`src/rtl/ptw_pkg.sv`:
```
package ptw_pkg;

   // Entry bit positions shared by walker and rights checker
   localparam int BIT_VALID = 0;
   localparam int BIT_RD    = 1;
   localparam int BIT_WR    = 2;
   localparam int BIT_EX    = 3;

   typedef enum logic [1:0] {
      ACC_LOAD      = 2'd0,
      ACC_STORE     = 2'd1,
      ACC_FETCH     = 2'd2,
      ACC_FETCH_ALT = 2'd3
   } acc_e;

   typedef enum logic [2:0] {
      S_IDLE    = 3'd0,
      S_READ_L1 = 3'd1,
      S_READ_L2 = 3'd2,
      S_DONE    = 3'd3,
      S_FAULT   = 3'd4
   } walk_st_e;

   typedef struct packed {
      logic ex;
      logic wr;
      logic rd;
   } perm_t;

endpackage

```
`src/rtl/ptw_addr_gen.sv`:
```
module ptw_addr_gen #(
   parameter int PA_W  = 32,
   parameter int L1_W  = 10,
   parameter int L2_W  = 10,
   parameter int PPN_W = 20
) (
   input  logic [PA_W-1:0]  base,
   input  logic [L1_W-1:0]  l1_idx,
   input  logic [L2_W-1:0]  l2_idx,
   input  logic [PPN_W-1:0] tbl_ppn,
   output logic [PA_W-1:0]  l1_addr,
   output logic [PA_W-1:0]  l2_addr
);
   localparam int OFS_W = L1_W + 2;

   if (OFS_W > PA_W) begin : g_bad_ofs
      $error("first-level offset wider than physical address");
   end
   if (PPN_W + L2_W + 2 != PA_W) begin : g_bad_l2
      $error("second-level address fields do not fill the physical address");
   end

   logic [PA_W-1:0] l1_ofs;
   assign l1_ofs  = PA_W'({l1_idx, 2'b00});
   assign l1_addr = base + l1_ofs;
   assign l2_addr = {tbl_ppn, l2_idx, 2'b00};

endmodule

```
`src/rtl/ptw_perm_chk.sv`:
```
module ptw_perm_chk
   import ptw_pkg::*;
#(
   parameter bit LOAD_NEEDS_READ = 1'b1
) (
   input  acc_e  acc,
   input  perm_t perm,
   output logic  ok
);
   logic load_ok;

   if (LOAD_NEEDS_READ) begin : g_load_strict
      assign load_ok = perm.rd;
   end else begin : g_load_open
      assign load_ok = 1'b1;
   end

   always_comb begin
      unique case (acc)
         ACC_LOAD:  ok = load_ok;
         ACC_STORE: ok = perm.wr;
         default:   ok = perm.ex;
      endcase
   end

endmodule

```
`src/rtl/pt_walker.sv`:
```
module pt_walker
   import ptw_pkg::*;
#(
   parameter int VA_W            = 32,
   parameter int PA_W            = 32,
   parameter int L1_W            = 10,
   parameter int L2_W            = 10,
   parameter int OFF_W           = 12,
   parameter int ENTRY_W         = 32,
   parameter bit LOAD_NEEDS_READ = 1'b1
) (
   input  logic                    clk,
   input  logic                    rst_n,
   input  logic                    root_we,
   input  logic [PA_W-1:0]         root_wdata,
   input  logic                    miss_valid,
   output logic                    miss_ready,
   input  logic [VA_W-1:0]         miss_vaddr,
   input  logic [1:0]              miss_acc,
   output logic                    mem_req_valid,
   output logic [PA_W-1:0]         mem_req_addr,
   input  logic                    mem_rsp_valid,
   input  logic [ENTRY_W-1:0]      mem_rsp_data,
   output logic                    walk_done,
   output logic                    walk_fault,
   output logic                    fault_prot,
   output logic [VA_W-OFF_W-1:0]   refill_vpn,
   output logic [PA_W-OFF_W-1:0]   refill_ppn,
   output logic [2:0]              refill_perm
);
   localparam int PPN_W = PA_W - OFF_W;
   localparam int VPN_W = VA_W - OFF_W;

   if (L1_W + L2_W + OFF_W != VA_W) begin : g_bad_split
      $error("virtual address split does not add up");
   end
   if (ENTRY_W < PPN_W + BIT_EX + 2) begin : g_bad_entry
      $error("entry too narrow for PPN and rights");
   end

   // ---------------- state ----------------
   walk_st_e        st_q;
   logic [PA_W-1:0] root_q, base_q;
   logic [VPN_W-1:0] vpn_q;
   acc_e            acc_q;
   logic [PPN_W-1:0] tbl_ppn_q, leaf_ppn_q;
   perm_t           leaf_perm_q;
   logic            prot_q;

   // ---------------- response fields ----------------
   logic            rsp_v;
   logic [PPN_W-1:0] rsp_ppn;
   perm_t           rsp_perm;
   logic            perm_ok;
   assign rsp_v    = mem_rsp_data[BIT_VALID];
   assign rsp_ppn  = mem_rsp_data[ENTRY_W-1 -: PPN_W];
   assign rsp_perm = perm_t'(mem_rsp_data[BIT_EX:BIT_RD]);

   logic unused_bits;
   assign unused_bits = ^{mem_rsp_data[ENTRY_W-PPN_W-1:BIT_EX+1], miss_vaddr[OFF_W-1:0]};

   // ---------------- address generation ----------------
   logic [PA_W-1:0] l1_addr, l2_addr;
   ptw_addr_gen #(.PA_W(PA_W), .L1_W(L1_W), .L2_W(L2_W), .PPN_W(PPN_W)) u_addr (
      .base    (base_q),
      .l1_idx  (vpn_q[VPN_W-1 -: L1_W]),
      .l2_idx  (vpn_q[L2_W-1:0]),
      .tbl_ppn (tbl_ppn_q),
      .l1_addr (l1_addr),
      .l2_addr (l2_addr)
   );

   // ---------------- rights check ----------------
   ptw_perm_chk #(.LOAD_NEEDS_READ(LOAD_NEEDS_READ)) u_perm (
      .acc  (acc_q),
      .perm (rsp_perm),
      .ok   (perm_ok)
   );

   // ---------------- root register ----------------
   always_ff @(posedge clk or negedge rst_n) begin
      if (!rst_n)       root_q <= '0;
      else if (root_we) root_q <= root_wdata;
   end

   // ---------------- walk sequencer ----------------
   always_ff @(posedge clk or negedge rst_n) begin
      if (!rst_n) begin
         st_q        <= S_IDLE;
         base_q      <= '0;
         vpn_q       <= '0;
         acc_q       <= ACC_LOAD;
         tbl_ppn_q   <= '0;
         leaf_ppn_q  <= '0;
         leaf_perm_q <= '0;
         prot_q      <= 1'b0;
      end else begin
         unique case (st_q)
            S_IDLE: begin
               if (miss_valid) begin
                  vpn_q  <= miss_vaddr[VA_W-1:OFF_W];
                  acc_q  <= acc_e'(miss_acc);
                  base_q <= root_q;
                  st_q   <= S_READ_L1;
               end
            end
            S_READ_L1: begin
               if (mem_rsp_valid) begin
                  if (!rsp_v) begin
                     prot_q <= 1'b0;
                     st_q   <= S_FAULT;
                  end else begin
                     tbl_ppn_q <= rsp_ppn;
                     st_q      <= S_READ_L2;
                  end
               end
            end
            S_READ_L2: begin
               if (mem_rsp_valid) begin
                  if (!rsp_v) begin
                     prot_q <= 1'b0;
                     st_q   <= S_FAULT;
                  end else if (!perm_ok) begin
                     prot_q <= 1'b1;
                     st_q   <= S_FAULT;
                  end else begin
                     leaf_ppn_q  <= rsp_ppn;
                     leaf_perm_q <= rsp_perm;
                     st_q        <= S_DONE;
                  end
               end
            end
            default: st_q <= S_IDLE;
         endcase
      end
   end

   // ---------------- outputs ----------------
   assign miss_ready    = (st_q == S_IDLE);
   assign mem_req_valid = (st_q == S_READ_L1) || (st_q == S_READ_L2);
   assign mem_req_addr  = (st_q == S_READ_L2) ? l2_addr : l1_addr;
   assign walk_done     = (st_q == S_DONE);
   assign walk_fault    = (st_q == S_FAULT);
   assign fault_prot    = walk_fault && prot_q;
   assign refill_vpn    = vpn_q;
   assign refill_ppn    = leaf_ppn_q;
   assign refill_perm   = leaf_perm_q;

   // ---------------- assertions ----------------
   a_r1_idle_quiet: assert property (@(posedge clk) disable iff (!rst_n)
      miss_ready |-> (!mem_req_valid && !walk_done && !walk_fault));

   a_r2_first_addr: assert property (@(posedge clk) disable iff (!rst_n)
      (miss_valid && miss_ready && !root_we) |=>
      (mem_req_valid && mem_req_addr ==
         $past(root_q) + PA_W'({$past(miss_vaddr[VA_W-1 -: L1_W]), 2'b00})));

   a_r5_req_hold: assert property (@(posedge clk) disable iff (!rst_n)
      (mem_req_valid && !mem_rsp_valid) |=> (mem_req_valid && $stable(mem_req_addr)));

   a_r6_l1_absent: assert property (@(posedge clk) disable iff (!rst_n)
      (st_q == S_READ_L1 && mem_rsp_valid && !mem_rsp_data[BIT_VALID]) |=>
      (walk_fault && !fault_prot));

   a_r8_rights_held: assert property (@(posedge clk) disable iff (!rst_n)
      walk_done |-> ((acc_q == ACC_STORE) ? refill_perm[1] :
                     (acc_q[1] ? refill_perm[2] : (!LOAD_NEEDS_READ || refill_perm[0]))));

   a_r9_done_pulse: assert property (@(posedge clk) disable iff (!rst_n)
      walk_done |=> (!walk_done && miss_ready));

   a_r10_single_walk: assert property (@(posedge clk) disable iff (!rst_n)
      (miss_valid && miss_ready) |=> !miss_ready);

   a_r11_fault_pulse: assert property (@(posedge clk) disable iff (!rst_n)
      walk_fault |=> (!walk_fault && miss_ready));

   a_r9_done_fault_excl: assert property (@(posedge clk) disable iff (!rst_n)
      !(walk_done && walk_fault));

endmodule

```
`config.mk`:
```
export PLATFORM = sky130hd
export DESIGN_NAME = pt_walker
export DESIGN_NICKNAME = d
export VERILOG_FILES = /design/src/rtl/ptw_pkg.sv /design/src/rtl/ptw_addr_gen.sv /design/src/rtl/ptw_perm_chk.sv /design/src/rtl/pt_walker.sv
export SDC_FILE = /design/constraint.sdc
export NUM_CORES = 1
export LEC_CHECK = 0
export ABC_AREA = 1
export BUFFER_PORTS_ARGS = -buffer_cell sky130_fd_sc_hd__buf_2
export CORE_ASPECT_RATIO = 1.25
export CORE_MARGIN = 2
export CORE_UTILIZATION = 30
export DETAILED_ROUTE_END_ITERATION = 10
export GPL_ROUTABILITY_DRIVEN = 0
export HOLD_SLACK_MARGIN = 0.08
export MAX_ROUTING_LAYER = met4
export PLACE_DENSITY = 0.58
export SYNTH_ARGS = -nofsm -noshare
export SYNTH_HDL_FRONTEND = slang
export SYNTH_SLANG_ARGS = --single-unit
```
`constraint.sdc`:
```
create_clock -name clk -period 2.6 [get_ports clk]
set_input_delay 0.26 -clock clk [delete_from_list [all_inputs] [get_ports clk]]
set_output_delay 0.26 -clock clk [all_outputs]
set_load 0.05 [all_outputs]
```
==> reports/qor.yml <==
run_status:
  status: "completed"
drt:
  wl_met1_um: 8390
  detail-route-antenna-nets: 0
  drt-initial-drc-count: 283
  top_layer: "met4"
  via_per_inst: 4.532
  wirelength_um: 19140
  wl_met2_um: 9456
  num_vias: 6105
  wl_per_cell_um: 14.21
  routed-wl-met3_um: 938
  first_pass_iters: 5
  drc: 0
grt:
  grt_overflow: 0
  track_usage: 0.1649
  grt_pass1_wl_um: 30440
  grt_max_degree: 68
  antenna_found_initial: 0
  grt_pass1_vias: 6034
timing:
  rsz0062_at_grt: "yes"
  hold_viol_final: 0
  slew_headroom: 0.4212
  min_period_ns: 2.580
  setup_violations: 0
  slew_viol_final: 0
  worst_pin_slew_ns: 0.8682
  finalClockSkew_ns: 0.008482
  finalCritPeriodShare: 0.9924
  fmax_ghz: 0.3876
critical_path:
  worstSetupEndpointType: "primary output"
  worstSetupPathType: "register to primary output"
  arrival_ns: 2.32
  reg2reg_depth: 7
  rr_startpoint: "st_q[0]"
  critical_path_required_ns: 2.34
  r2r_end: "refill_ppn[0]"
  critPathLaunchType: "register"
  reg2reg_slack_ns: 0.67
  crit_path_max_fanout: 4
clocking:
  clock-sinks: 133
  htree_levels: 4
  path_clk_slew_ns: 0.06
  clk-insertion-delay-late_ns: 0.42
  cts_root_buf: "clkbuf_16"
  cts_buffer_depth: 2
  cts_tree: "yes"
  cts_buffers: 17
yosys:
  post_synth_num_cell_types: 35
  synthesis.nets: 942
  synthCells: 828
  ys.flop_type: "dfrtp_1"
  syn_avg_cell_area_um2: 8.205
  syn_area_mm2: 0.006794
  async_reset_ff_frac: 1.000
  synth_seq_cells: 133
  yosysTopAreaCell: "dfrtp_1"
  synth_area_leaders: "dfrtp_1, nand2_1, o21ai_0"
  ys_warn_count: 0
  synth_top_area_share: 0.4899
  ys_seq_area_frac: 0.4899
  synth_edf_count: 0
layout:
  diodes: 0
  layout.nets: 1165
  utilization: 0.4372
  area_growth_pct: 42.91
  fill_cells: 2190
  drive_gt1_frac: 0.3261
placed_design:
  portBuffers: 162
  place_hpwl_um: 13200
die:
  die_x_um: 138.6
  die_h_um: 172.3
  row_count: 61
  initial_core_util: 0.3059
  die_area_mm2: 0.02387
  io_pins: 183
  coreArea_mm2: 0.02221
worst_hold_path:
  hp-start: "root_wdata[23]"
  hold_path_class: "primary input to register"
  min_to: "root_q[23]"
  min_delay_path_depth: 2
flow_run:
  maxCapViolCount: 0
[critical path, stage by stage (launching register included)]
cell and delay (ns):
dfrtp_1 0.41, ha_4 0.18, fa_2 0.35, nand3_2 0.09
nand2_4 0.08, nand2_1 0.08, nand3_2 0.09, or2_4 0.25
nand3_2 0.09, o21ai_1 0.09, buf_6 0.18
[cell type report]
cell class                 count  area, um2  area share
clock buffer                  18      429.2     0.04420
clock inverter                14      151.4     0.01559
inverter                     107      401.6     0.04137
multi-input combinational    549       3277      0.3375
sequential                   133       3332      0.3432
tap                          283      354.1     0.03647
timing repair buffer         243       1764      0.1817
[routing by layer]
| metal | up-vias | track usage |
|---|---|---|
| met5 | - | - |
| met4 | 0 | 0.05235 |
| met3 | 21 | 0.03766 |
| met2 | 140 | 0.2749 |
| met1 | 2876 | 0.2002 |
| li1 | 3068 | - |
[cells in the mapped netlist, types with 2 or more instances]
library cell and n:
nand2_1 272, dfrtp_1 133, inv_1 104, o21ai_0 78, nand3_1 43, o21a_1 36
nor2_1 32, mux2_2 30, buf_4 16, clkbuf_1 11, ha_1 10, nand4_1 7
nor3_1 7, a21oi_1 6, buf_2 6, and2_1 4, buf_1 4, o22ai_1 4
inv_2 3, or2_2 3, buf_6 2, nor3_2 2, o21ai_1 2, xnor2_1 2
[worst max-delay path by stage]
| stage | end | cells after the start | slack, ns | from |
|---|---|---|---|---|
| floorplan | mem_req_addr[14] | 9 | -0.21 | refill_vpn[10] |
| finish | mem_req_addr[10] | 10 | 0.02 | refill_vpn[10] |
| detailed placement | mem_req_addr[28] | 14 | 0.02 | refill_vpn[10] |
| global placement | mem_req_addr[28] | 14 | 0.05 | refill_vpn[10] |
| CTS | mem_req_addr[24] | 14 | -0.06 | refill_vpn[10] |
| global route | mem_req_addr[11] | 11 | -0.07 | base_q[10] |
[layout by cell type (no fill, tap or decap), types with 3 or more instances in the layout]
cell type / instances
inv_6: 4
o21a_1: 36
buf_4: 29
buf_6: 16
nand2_1: 238
nor3_2: 3
nand2_4: 8
dfrtp_1: 130
buf_12: 4
nand3_4: 3
nand2_2: 26
nand4_1: 7
inv_2: 3
and2_1: 4
mux2_2: 30
nand3_2: 10
o21ai_2: 8
dlygate4sd3_1: 51
o21ai_1: 4
buf_2: 137
o22ai_1: 3
dfrtp_2: 3
nor2_4: 6
clkinvlp_4: 5
nor2_1: 25
a21oi_1: 3
ha_4: 10
nor3_1: 6
buf_8: 6
inv_1: 104
clkbuf_16: 17
a21oi_2: 3
nand3_1: 31
o21ai_0: 68
[registers in the layout (all words and copies together), names as in the netlist]
register	count
base_q	32
root_q	32
refill_ppn	20
refill_vpn	20
tbl_ppn_q	20
refill_perm	3
st_q	3
acc_q	2
prot_q	1
[logic make-up (layout without fill, tap and decap cells)]
group	count (synthesis)	count (layout)	synth area share
buf+inv	146	382	0.09282
mux	30	30	0.04972
xor+xnor	2	2	0.002579
compound gates	129	129	0.1129
flops	133	133	0.4899
simple gates	377	377	0.2308
fa+ha+maj	11	11	0.02136
[through the flow]
step,setup TNS (ns),area (um2),hold WS [ns],std cells,setup slack (ns)
floorplan,-0.2124,6822,-0.03559,828,-0.2124
global placement,0,7921,0.3181,1248,0.04564
detailed placement,0,7921,0.3152,1248,0.01795
CTS,-0.1682,9412,0.08038,1338,-0.06177
global route,-0.8991,9709,0.08738,1347,-0.07424
finish,0,9709,0.08790,1347,0.01975
[repair_timing]
| item | in CTS | in global routing |
|---|---|---|
| pin swaps | 14 | 31 |
| hold endpoints to repair | 114 | 0 |
| buffers inserted | 7 | 9 |
| hold buffers | 51 | 0 |
| resized for setup | 81 | 68 |
| setup endpoints to repair | 25 | 25 |
Power is left out: the tool's default activity adds up to more than one toggle a clock period on the data nets, which glitch-free logic cannot reach.
